===== src/rtl/hpc_pkg.sv =====
package hpc_pkg;
    parameter int unsigned PIX_W    = 12;
    parameter int unsigned SIG_W    = 8;
    parameter int unsigned SIG_FRAC = 2;
    parameter int unsigned SUM_W    = PIX_W + 3;
    parameter int unsigned CNT_W    = 4;
    parameter int unsigned CMP_W    = PIX_W + SIG_W + SIG_FRAC;

    // one stored pixel: value and its two precomputed threshold flags
    typedef struct packed {
        logic signed [PIX_W-1:0] val;
        logic                    seed;
        logic                    nbr;
    } cell_t;
endpackage


===== src/rtl/hpc_qualify.sv =====
module hpc_qualify
    import hpc_pkg::*;
(
    input  logic [PIX_W-1:0] value_i,
    input  logic [SIG_W-1:0] sigma_i,
    output logic             seed_o,
    output logic             nbr_o
);
    logic [CMP_W-1:0] mag_l;
    logic [CMP_W-1:0] sig_l;
    logic [CMP_W-1:0] lim_hi;
    logic [CMP_W-1:0] lim_lo;

    // shift-and-add forms 5*sigma and 3*sigma; value scaled to sigma units
    always_comb begin
        mag_l  = CMP_W'(value_i[PIX_W-2:0]) << SIG_FRAC;
        sig_l  = CMP_W'(sigma_i);
        lim_hi = (sig_l << 2) + sig_l;
        lim_lo = (sig_l << 1) + sig_l;
        seed_o = !value_i[PIX_W-1] && (mag_l > lim_hi);
        nbr_o  = !value_i[PIX_W-1] && (mag_l > lim_lo);
    end
endmodule


===== src/rtl/hpc_window.sv =====
module hpc_window
    import hpc_pkg::*;
#(
    parameter  int unsigned COLS  = 64,
    parameter  int unsigned ROWS  = 64,
    localparam int unsigned PR_W  = $clog2(ROWS + 2),
    localparam int unsigned PC_W  = $clog2(COLS),
    localparam int unsigned OR_W  = $clog2(ROWS),
    localparam int unsigned DEPTH = 2 * COLS + 3
) (
    input  logic            clk,
    input  logic            rst_n,
    input  logic            pix_valid_i,
    input  logic            sof_i,
    input  logic            sol_i,
    input  cell_t           cell_i,
    output cell_t [8:0]     win_o,
    output logic            eval_o,
    output logic [OR_W-1:0] crow_o,
    output logic [PC_W-1:0] ccol_o
);
    typedef struct packed {
        cell_t [DEPTH-1:0] line;
        logic [PR_W-1:0]   prow;
        logic [PC_W-1:0]   pcol;
        logic              flush;
        logic              eval;
        logic [PR_W-1:0]   crow;
        logic [PC_W-1:0]   ccol;
    } win_state_t;

    win_state_t st_d, st_q;
    logic       step;
    logic [PR_W-1:0] nrow;
    logic [PC_W-1:0] ncol;
    cell_t      new_cell;

    always_comb begin
        st_d     = st_q;
        step     = pix_valid_i || st_q.flush;
        nrow     = st_q.prow;
        ncol     = st_q.pcol;
        new_cell = pix_valid_i ? cell_i : cell_t'('0);
        if (pix_valid_i) begin
            if (sof_i) begin
                nrow = '0;
                ncol = '0;
            end else if (sol_i) begin
                nrow = st_q.prow + 1'b1;
                ncol = '0;
            end else begin
                ncol = st_q.pcol + 1'b1;
            end
        end else if (st_q.pcol == PC_W'(COLS - 1)) begin
            nrow = st_q.prow + 1'b1;
            ncol = '0;
        end else begin
            ncol = st_q.pcol + 1'b1;
        end

        st_d.eval = 1'b0;
        if (step) begin
            st_d.line = {st_q.line[DEPTH-2:0], new_cell};
            st_d.prow = nrow;
            st_d.pcol = ncol;
            // flush runs until virtual position (ROWS+1, 0) has been inserted
            st_d.flush = pix_valid_i
                ? (nrow == PR_W'(ROWS - 1) && ncol == PC_W'(COLS - 1))
                : (nrow != PR_W'(ROWS + 1));
            // centre lags the inserted pixel by one row and one column
            if (ncol != '0) begin
                st_d.eval = (nrow != '0);
                st_d.crow = nrow - 1'b1;
                st_d.ccol = ncol - 1'b1;
            end else begin
                st_d.eval = (nrow >= PR_W'(2));
                st_d.crow = nrow - PR_W'(2);
                st_d.ccol = PC_W'(COLS - 1);
            end
        end
    end

    always_ff @(posedge clk) begin
        if (!rst_n) begin
            st_q       <= '0;
            st_q.prow  <= PR_W'(ROWS + 1);
        end else begin
            st_q <= st_d;
        end
    end

    // 3x3 taps with frame-edge masking; index = 3*row_offset + col_offset
    for (genvar dr = 0; dr < 3; dr++) begin : g_row
        for (genvar dc = 0; dc < 3; dc++) begin : g_col
            localparam int unsigned TAP = 2 * COLS + 2 - dr * COLS - dc;
            logic keep_w;
            assign keep_w = !((dr == 0) && (st_q.crow == '0))
                         && !((dr == 2) && (st_q.crow == PR_W'(ROWS - 1)))
                         && !((dc == 0) && (st_q.ccol == '0))
                         && !((dc == 2) && (st_q.ccol == PC_W'(COLS - 1)));
            assign win_o[dr*3+dc] = keep_w ? st_q.line[TAP] : cell_t'('0);
        end
    end

    assign eval_o = st_q.eval;
    assign crow_o = st_q.crow[OR_W-1:0];
    assign ccol_o = st_q.ccol;

    a_r9_quiet_flush: assert property (@(posedge clk) disable iff (!rst_n)
        st_q.flush |-> !pix_valid_i);
    a_r6_centre_inside: assert property (@(posedge clk) disable iff (!rst_n)
        st_q.eval |-> (st_q.crow < PR_W'(ROWS)) && (32'(st_q.ccol) < COLS));
    a_r1_seed_implies_nbr: assert property (@(posedge clk) disable iff (!rst_n)
        pix_valid_i |-> (!cell_i.seed || cell_i.nbr));
endmodule


===== src/rtl/hpc_judge.sv =====
module hpc_judge
    import hpc_pkg::*;
#(
    parameter  int unsigned COLS = 64,
    parameter  int unsigned ROWS = 64,
    localparam int unsigned OR_W = $clog2(ROWS),
    localparam int unsigned OC_W = $clog2(COLS)
) (
    input  logic             clk,
    input  logic             rst_n,
    input  logic             eval_i,
    input  logic [OR_W-1:0]  crow_i,
    input  logic [OC_W-1:0]  ccol_i,
    input  cell_t [8:0]      win_i,
    output logic             ev_valid_o,
    output logic [OR_W-1:0]  ev_row_o,
    output logic [OC_W-1:0]  ev_col_o,
    output logic [SUM_W-1:0] ev_sum_o,
    output logic [CNT_W-1:0] ev_count_o,
    output logic             ev_split_o
);
    typedef struct packed {
        logic             valid;
        logic [OR_W-1:0]  row;
        logic [OC_W-1:0]  col;
        logic [SUM_W-1:0] sum;
        logic [CNT_W-1:0] count;
        logic             split;
    } rec_t;

    rec_t  rec_d, rec_q;
    cell_t centre;
    logic  beaten;
    logic [SUM_W-1:0] acc;
    logic [CNT_W-1:0] cnt;

    always_comb begin
        centre = win_i[4];
        beaten = 1'b0;
        acc    = SUM_W'($unsigned(centre.val));
        cnt    = CNT_W'(1);
        for (int k = 0; k < 9; k++) begin
            if (k != 4) begin
                if (win_i[k].seed) begin
                    // taps 0..3 precede the centre in raster order
                    if (k < 4) begin
                        if (!($signed(centre.val) > $signed(win_i[k].val))) beaten = 1'b1;
                    end else begin
                        if ($signed(centre.val) < $signed(win_i[k].val)) beaten = 1'b1;
                    end
                end
                if (win_i[k].nbr) begin
                    acc = acc + SUM_W'($unsigned(win_i[k].val));
                    cnt = cnt + CNT_W'(1);
                end
            end
        end
        rec_d.valid = eval_i && centre.seed && !beaten;
        rec_d.row   = crow_i;
        rec_d.col   = ccol_i;
        rec_d.sum   = acc;
        rec_d.count = cnt;
        rec_d.split = (cnt != CNT_W'(1));
    end

    always_ff @(posedge clk) begin
        if (!rst_n) rec_q <= '0;
        else        rec_q <= rec_d;
    end

    assign ev_valid_o = rec_q.valid;
    assign ev_row_o   = rec_q.row;
    assign ev_col_o   = rec_q.col;
    assign ev_sum_o   = rec_q.sum;
    assign ev_count_o = rec_q.count;
    assign ev_split_o = rec_q.split;

    a_r10_idle_after_reset: assert property (@(posedge clk) disable iff (!rst_n)
        $rose(rst_n) |-> !ev_valid_o);
    a_r5_count_range: assert property (@(posedge clk) disable iff (!rst_n)
        ev_valid_o |-> (ev_count_o >= CNT_W'(1)) && (ev_count_o <= CNT_W'(9)));
    a_r8_position_inside: assert property (@(posedge clk) disable iff (!rst_n)
        ev_valid_o |-> (32'(ev_row_o) < ROWS) && (32'(ev_col_o) < COLS));
    a_r7_tie_goes_earlier: assert property (@(posedge clk) disable iff (!rst_n)
        (eval_i && win_i[4].seed && win_i[3].seed && (win_i[3].val == win_i[4].val))
        |=> !ev_valid_o);
endmodule


===== src/rtl/hit_pattern_classifier.sv =====
module hit_pattern_classifier
    import hpc_pkg::*;
#(
    parameter  int unsigned COLS = 64,
    parameter  int unsigned ROWS = 64,
    localparam int unsigned OR_W = $clog2(ROWS),
    localparam int unsigned OC_W = $clog2(COLS)
) (
    input  logic             clk,
    input  logic             rst_n,
    input  logic             pix_valid,
    input  logic             pix_sof,
    input  logic             pix_sol,
    input  logic [PIX_W-1:0] pix_value,
    input  logic [SIG_W-1:0] pix_sigma,
    output logic             ev_valid,
    output logic [OR_W-1:0]  ev_row,
    output logic [OC_W-1:0]  ev_col,
    output logic [SUM_W-1:0] ev_sum,
    output logic [CNT_W-1:0] ev_count,
    output logic             ev_split
);
    cell_t           in_cell;
    cell_t [8:0]     win;
    logic            eval;
    logic [OR_W-1:0] crow;
    logic [OC_W-1:0] ccol;
    logic            seed_f;
    logic            nbr_f;

    hpc_qualify u_qualify (
        .value_i (pix_value),
        .sigma_i (pix_sigma),
        .seed_o  (seed_f),
        .nbr_o   (nbr_f)
    );

    assign in_cell.val  = pix_value;
    assign in_cell.seed = seed_f;
    assign in_cell.nbr  = nbr_f;

    hpc_window #(.COLS(COLS), .ROWS(ROWS)) u_window (
        .clk         (clk),
        .rst_n       (rst_n),
        .pix_valid_i (pix_valid),
        .sof_i       (pix_sof),
        .sol_i       (pix_sol),
        .cell_i      (in_cell),
        .win_o       (win),
        .eval_o      (eval),
        .crow_o      (crow),
        .ccol_o      (ccol)
    );

    hpc_judge #(.COLS(COLS), .ROWS(ROWS)) u_judge (
        .clk        (clk),
        .rst_n      (rst_n),
        .eval_i     (eval),
        .crow_i     (crow),
        .ccol_i     (ccol),
        .win_i      (win),
        .ev_valid_o (ev_valid),
        .ev_row_o   (ev_row),
        .ev_col_o   (ev_col),
        .ev_sum_o   (ev_sum),
        .ev_count_o (ev_count),
        .ev_split_o (ev_split)
    );
endmodule


===== config.mk =====
export PLATFORM = sky130hd
export DESIGN_NAME = hit_pattern_classifier
export DESIGN_NICKNAME = d
export VERILOG_FILES = /design/src/rtl/hpc_pkg.sv /design/src/rtl/hpc_qualify.sv /design/src/rtl/hpc_window.sv /design/src/rtl/hpc_judge.sv /design/src/rtl/hit_pattern_classifier.sv
export SDC_FILE = /design/constraint.sdc
export NUM_CORES = 2
export LEC_CHECK = 0
export BUFFER_PORTS_ARGS = -buffer_cell sky130_fd_sc_hd__buf_2
export CAP_MARGIN = 20
export CORE_MARGIN = 10
export CORE_UTILIZATION = 45
export DETAILED_ROUTE_END_ITERATION = 8
export PLACE_DENSITY = 0.7
export SETUP_SLACK_MARGIN = 0.1
export SYNTH_ARGS = -nofsm -noshare
export SYNTH_HDL_FRONTEND = slang
export SYNTH_SLANG_ARGS = --single-unit

===== constraint.sdc =====
create_clock -name clk -period 17.6 [get_ports clk]
set_input_delay 3.52 -clock clk [delete_from_list [all_inputs] [get_ports clk]]
set_output_delay 3.52 -clock clk [all_outputs]
set_load 0.05 [all_outputs]

Word-level counts from Yosys, hierarchy flattened. Cells that the tools add are included.

Equality and inequality tests: 7. Add/subtract/negate cells: 22. Multiplexer cells: 51. $lt $le $gt $ge: 11. Reductions and logical operators: 21.

Operators by type and width (number): two-way mux 14 bit (10); two-way mux 15 bit (8); adder 15 x 12 -> 15 bit (7); greater-than comparator 12 bit (4); less-than comparator 12 bit (4); two-way mux 4 bit (7); two-way mux 7 bit (4); adder 4 x 1 -> 4 bit (second input constant) (6); two-way mux 6 bit (4); greater-than comparator 13 x 22 -> 1 bit (1); == test 6 bit (second input constant) (3); two-way mux 1 bit (17); == test 7 x 6 -> 1 bit (second input constant) (2); adder 12 x 12 -> 13 bit (1); greater-than comparator 13 x 10 -> 1 bit (1); adder 10 x 8 -> 11 bit (1); adder 9 x 8 -> 10 bit (1); logical AND 1 bit (9); adder 7 x 1 -> 7 bit (second input constant) (1); greater-or-equal comparator 7 x 2 -> 1 bit (second input constant) (1); logical NOT 7 bit (1); inequality test 7 bit (second input constant) (1); nonzero test 7 bit (1); subtractor 7 x 1 -> 7 bit (second input constant) (1); other kinds (11) (16).

Word-level logic and storage cells: 517. Input port bits: 25. Output and inout bits: 33. Bits in registers: 1895.

Logic depth before layout (Yosys ltp).
Depth after elaboration: 23. Gate-level depth with buffers: 63. Depth with buffers taken out: 62.

By module. From an unflattened synthesis, not the netlist that was laid out.

Cells, all modules: 9730. Area, all modules: 79800.3 µm².

Modules (own cells, without submodules): hpc_window (area an instance 69524.2 µm², times used 1, cells each 8347, sequential area each 37275.8 µm²); hpc_judge (area an instance 9211.3 µm², times used 1, cells each 1239, sequential area each 660.6 µm²); hpc_qualify (area an instance 1064.8 µm², times used 1, cells each 144, sequential area each 0.0 µm²).

Worst setup path after synthesis. Ideal clock, no wire load.

Kind: reg2reg. Start point: register u_window.st_q (netlist bit u_window.ccol_o[1]). End point: register u_judge.rec_q (netlist bit u_judge.ev_sum_o[14]). Arrival: 10.287 ns. Stages on the path, launching flop included: 61. Data required time: 17.528 ns. Setup time: 0.072 ns. Clock period less this slack: 10.359 ns. Path slack: 7.241 ns. Path buffers: 2. Cell sequence: dfxtp_1 -> nor4_1 -> nand2_1 -> clkbuf_1 -> and2_1 -> clkbuf_1 -> nand2_1 -> ha_1 -> a21oi_1 -> o21ai_0 -> a21oi_1 -> or3_1 -> a31oi_1 -> ha_1 -> or2_2 -> o221ai_1 -> o21ai_0 -> xnor2_1 -> (+25 left out) -> a21oi_1 -> nor2_1 -> nor2_1 -> ha_1 -> and2_1 -> a31oi_1 -> o21a_1 -> nand2b_1 -> a21oi_1 -> xor2_1 -> o21ai_0 -> ha_1 -> and2_1 -> o21ai_0 -> o21ai_0 -> nand2_1 -> or3_1 -> mux2i_1.

Word-level cells in the longest chain between the ends: 20. Elaborated cells between the ends (all ways): 30. Classes of those cells: add/sub (8); eq/ne (1); mux (14); reduce/logical (7).

Ends and longest elaborated chain: start, declared (line hpc_window.sv:32) `win_state_t st_d, st_q;`; start signal, assigned (line hpc_window.sv:88) `st_q <= st_d;`; logical NOT 6 bit (line hpc_window.sv:99) `&& !((dc == 0) && (st_q.ccol == '0))`; logical NOT 1 bit (line hpc_window.sv:99); logical AND 1 bit (line hpc_window.sv:99); two-way mux 14 bit (line hpc_window.sv:101) `assign win_o[dr*3+dc] = keep_w ? st_q.line[TAP] : cell_t'('0);`; adder 12 x 12 -> 13 bit (line hpc_judge.sv:53) `acc = acc + SUM_W'($unsigned(win_i[k].val));`; two-way mux 15 bit (line hpc_judge.sv:52) `if (win_i[k].nbr) begin`; adder 15 x 12 -> 15 bit (line hpc_judge.sv:53); two-way mux 15 bit (line hpc_judge.sv:52); (+4 left out); adder 15 x 12 -> 15 bit (line hpc_judge.sv:53); two-way mux 15 bit (line hpc_judge.sv:52); adder 15 x 12 -> 15 bit (line hpc_judge.sv:53); two-way mux 15 bit (line hpc_judge.sv:52); adder 15 x 12 -> 15 bit (line hpc_judge.sv:53); two-way mux 15 bit (line hpc_judge.sv:52); adder 15 x 12 -> 15 bit (line hpc_judge.sv:53); two-way mux 15 bit (*) (line hpc_judge.sv:52); end signal, assigned (line hpc_judge.sv:68) `else rec_q <= rec_d;`; end, declared (line hpc_judge.sv:31) `rec_t rec_d, rec_q;`.

Every way passes the cells marked *; elsewhere a longest branch is shown, timed or not. A chain may end at the register's enable or synchronous reset.

Worst setup path in the final report.
Start point: register u_window.st_q (netlist bit u_window.ccol_o[5]). End point: register u_judge.rec_q (netlist bit u_judge.ev_sum_o[14]).

Same word-level chain as after synthesis.

==> flow_metrics.py <==
metrics = {
    "global_routing": {
        "grt_overflow": 0,
        "grtUsageTotal_pct": 18.39,
        "grt_pass1_vias": 55719,
        "grt_first_pass_wirelength_um": 284900,
        "grt_max_degree": 248,
        "antenna_found_initial": 4,
    },
    "power": {
        "power_density_nw_per_um2": 107.2,
        "leakagePower_nw": 28.47,
        "cell_internal_pwr_mw": 6.701,
        "combPwrFrac_pct": 4.6,
        "netSwitchingFraction_pct": 23.89,
        "switching_power_mw": 2.103,
        "pwr-share-seq_pct": 49.0,
        "ir_drop_mv": 0.09752,
        "clockPowerShare_pct": 46.4,
    },
    "critical_path": {
        "crit_fanout": 24,
        "required_ns": 18.36,
        "r2r_slack_ns": 5.21,
        "start_kind": "flip-flop",
        "r2r_end": "u_judge.ev_sum_o[14]",
        "cp-end-kind": "flip-flop",
        "worst_path_max_delay_cell": "or4_4",
        "critical-path-max-stage-delay_ns": 0.56,
        "crit_type": "flip-flop to flip-flop",
        "rr_startpoint": "u_window.ccol_o[5]",
        "critPathBufInv": 2,
        "crit_arrival_ns": 13.15,
        "crit_family": "compound AO/OA/AOI/OAI gates",
        "reg2reg_depth": 58,
    },
    "logic_synthesis": {
        "synth_edf_count": 0,
        "syn_area_um2": 74450,
        "syn_nets": 9949,
        "syn_inst": 9672,
        "synth.avg_cell_area_um2": 7.698,
        "async_reset_ff_share_pct": 0,
        "synth-main-ff-cell": "dfxtp_1",
        "synth_warnings": 0,
        "yosysSeqAreaShare_pct": 50.95,
        "synth_cell_type_count": 76,
        "ys_ff_latch": 1895,
    },
    "sta": {
        "worstMarginPinSlew_ns": 1.194,
        "layout_min_cycle_time_ns": 12.39,
        "finClkSkew_ns": 0.07380,
        "finalCritPeriodShare_pct": 70.37,
        "finalSetupViolations": 0,
        "fin_tns_setup_ns": 0,
        "rsz0062_at_grt": "false",
        "drv_slew": 0,
        "fmax_mhz": 80.74,
        "slew-limit-headroom_pct": 20.43,
        "hold_violations": 0,
        "holdWs_ns": 0.4059,
        "worst_slack_ns": 5.215,
    },
    "finish": {
        "areaGrowthSynthToFinish_pct": 10.35,
        "mostFrequentLayoutCells": "nand2_1, a21oi_1, dfxtp_1, ha_1, clkbuf_16",
        "drive_gt1_share_pct": 5.208,
        "final_common_cell": "nand2_1",
        "fin_nets": 9607,
        "nFillCells": 15713,
        "final_util_pct": 49.91,
    },
    "min_path": {
        "holdPathEnd": "u_window.st_q[1139]",
        "hold-path-cell-count": 2,
        "hp-class": "flip-flop to flip-flop",
        "min-delay-start": "u_window.st_q[1125]",
    },
    "route": {
        "drt_wl_total_um": 174700,
        "wl_per_cell_um": 14.96,
        "ant_nets": 0,
        "drc": 0,
        "dr.pass1.iters": 5,
        "via_count": 60424,
        "drtIter0Drc": 4830,
        "via_per_inst": 5.175,
    },
    "floorplan": {
        "die_y_um": 426.8,
        "initial_core_util_pct": 45.23,
        "dieArea_um2": 182100,
        "fp.dieW_um": 426.8,
        "rows": 149,
        "io_pins": 58,
        "core-area_um2": 164600,
    },
    "cts": {
        "ctsResizeCount": 0,
        "cts_hold_buffers": 0,
        "post_cts_buffers": 0,
        "root_buffer": "clkbuf_16",
        "clock_sinks": 1895,
        "htreeDepth": 4,
        "clk_pin_slew_worst_paths_ns": 0.06,
        "cts_tree": "built",
        "cts_buffer_depth": 3,
        "cts_buffers": 187,
        "worstSkewPairLatency_ns": 0.84,
    },
    "place": {
        "pre_cts_ws_ns": 5.243,
        "place_congestion": 0.8431,
        "dp_hpwl_um": 108400,
        "portBuffers": 57,
    },
    "job": {
        "max_cap_violations": 0,
    },
    "run_status": {
        "outcome": "finished clean",
    },
}
power by group through the flow:
stage                     sequential [mW]  combinational (mW)  clock [mW]
after global placement               4.41               0.405           0
after detailed placement             4.41               0.406           0
after CTS                            4.31               0.408        4.19
after global routing                 4.31               0.450        4.36
final                                4.31               0.405        4.09
after floorplan                      4.41               0.298           0
how the worst max path moves through the flow:
stage                                   from                    to  slack (ns)  depth (start not counted)
final                     u_window.ccol_o[5]  u_judge.ev_sum_o[14]        5.21                         58
after global routing      u_window.ccol_o[5]  u_judge.ev_sum_o[14]        4.01                         58
after CTS                 u_window.ccol_o[5]  u_judge.ev_sum_o[14]        5.23                         59
after detailed placement  u_window.ccol_o[1]  u_judge.ev_sum_o[14]        5.24                         59
after global placement    u_window.ccol_o[1]  u_judge.ev_sum_o[14]        5.21                         58
after floorplan           u_window.ccol_o[1]  u_judge.ev_sum_o[14]        7.24                         60
registers in the layout, summed over array words and instances, names as in the netlist:
| register | flops |
|---|---|
| u_window.st_q | 1835 |
| u_judge.ev_sum_o | 15 |
| u_window.win_o | 14 |
| u_judge.ev_col_o | 6 |
| u_judge.ev_row_o | 6 |
| u_window.ccol_o | 6 |
| u_window.crow_o | 6 |
| u_judge.ev_count_o | 4 |
| u_judge.ev_split_o | 1 |
| u_judge.ev_valid_o | 1 |
| u_window.eval_o | 1 |
metal layers:
| metal | global-route usage (%) | share of wire [%] |
|---|---|---|
| met4 | 5.134 | 2.3 |
| met3 | 2.914 | 3.7 |
| met5 | 0 | 0 |
| met2 | 28.29 | 44 |
| met1 | 26.56 | 50 |
through the flow:
stage                     cells  area [um2]  total power, mW
after floorplan            9672       74450            4.712
after global placement    11328       75670            4.812
after detailed placement  11328       75670            4.814
after CTS                 11672       82100            8.906
after global routing      11675       82160            9.118
final                     11676       82160            8.804
worst min-delay path, delay by kind of cell (launching register included):
family | cells | cell delay [ns]
AOI/OAI and AO/OA | 1 | 0.05
and+or+nand+nor | 1 | 0.05
DFF | 1 | 0.31
kinds of logic after synthesis:
group | Yosys count | synth area share [%]
simple gates | 4257 | 22.29
compound gates | 2287 | 16.30
flops | 1895 | 50.95
buf+inv | 835 | 4.240
fa+ha+maj | 252 | 4.346
xor+xnor | 107 | 1.294
mux | 39 | 0.5697
Yosys cell counts (6+ instances only):
cell	number	area share (%)
nand2b_1	25	0.21
and3_1	19	0.16
dfxtp_1	1895	51
a21oi_1	1958	13
and2_1	28	0.24
o211ai_1	8	0.081
or3_1	11	0.092
nand4_1	29	0.24
o21ai_0	84	0.56
o31ai_1	12	0.12
buf_1	7	0.035
ha_1	241	4.1
nor3b_1	19	0.19
a31oi_1	23	0.19
mux2i_1	15	0.20
o22ai_1	8	0.067
a21o_1	25	0.25
a21boi_0	6	0.060
xor2_1	32	0.38
nor2b_1	26	0.22
nand3_1	40	0.27
o221ai_1	6	0.071
xnor2_1	73	0.86
or2_2	10	0.084
mux2_2	23	0.35
o21a_1	61	0.62
a211oi_1	18	0.18
o21bai_1	17	0.17
a311oi_1	6	0.071
a211o_1	6	0.071
nand2_1	3837	19
fa_1	11	0.30
nor2_1	153	0.77
nor3_1	43	0.29
nor4_1	6	0.050
clkbuf_1	654	3.3
inv_1	167	0.84
layout make-up:
cell class                      count  area [um2]  share of cell area (%)
Antenna cell                        2       5.005                0.006092
Clock buffer                      265        5383                   6.552
Clock inverter                     79        1050                   1.278
Inverter                          171       655.6                  0.7980
Multi-Input combinational cell   6942       33370                   40.62
Sequential cell                  1895       37940                   46.18
Tap cell                         2189        2739                   3.334
Timing Repair Buffer              133        1021                   1.243
Power figures use the tool's default switching activity.
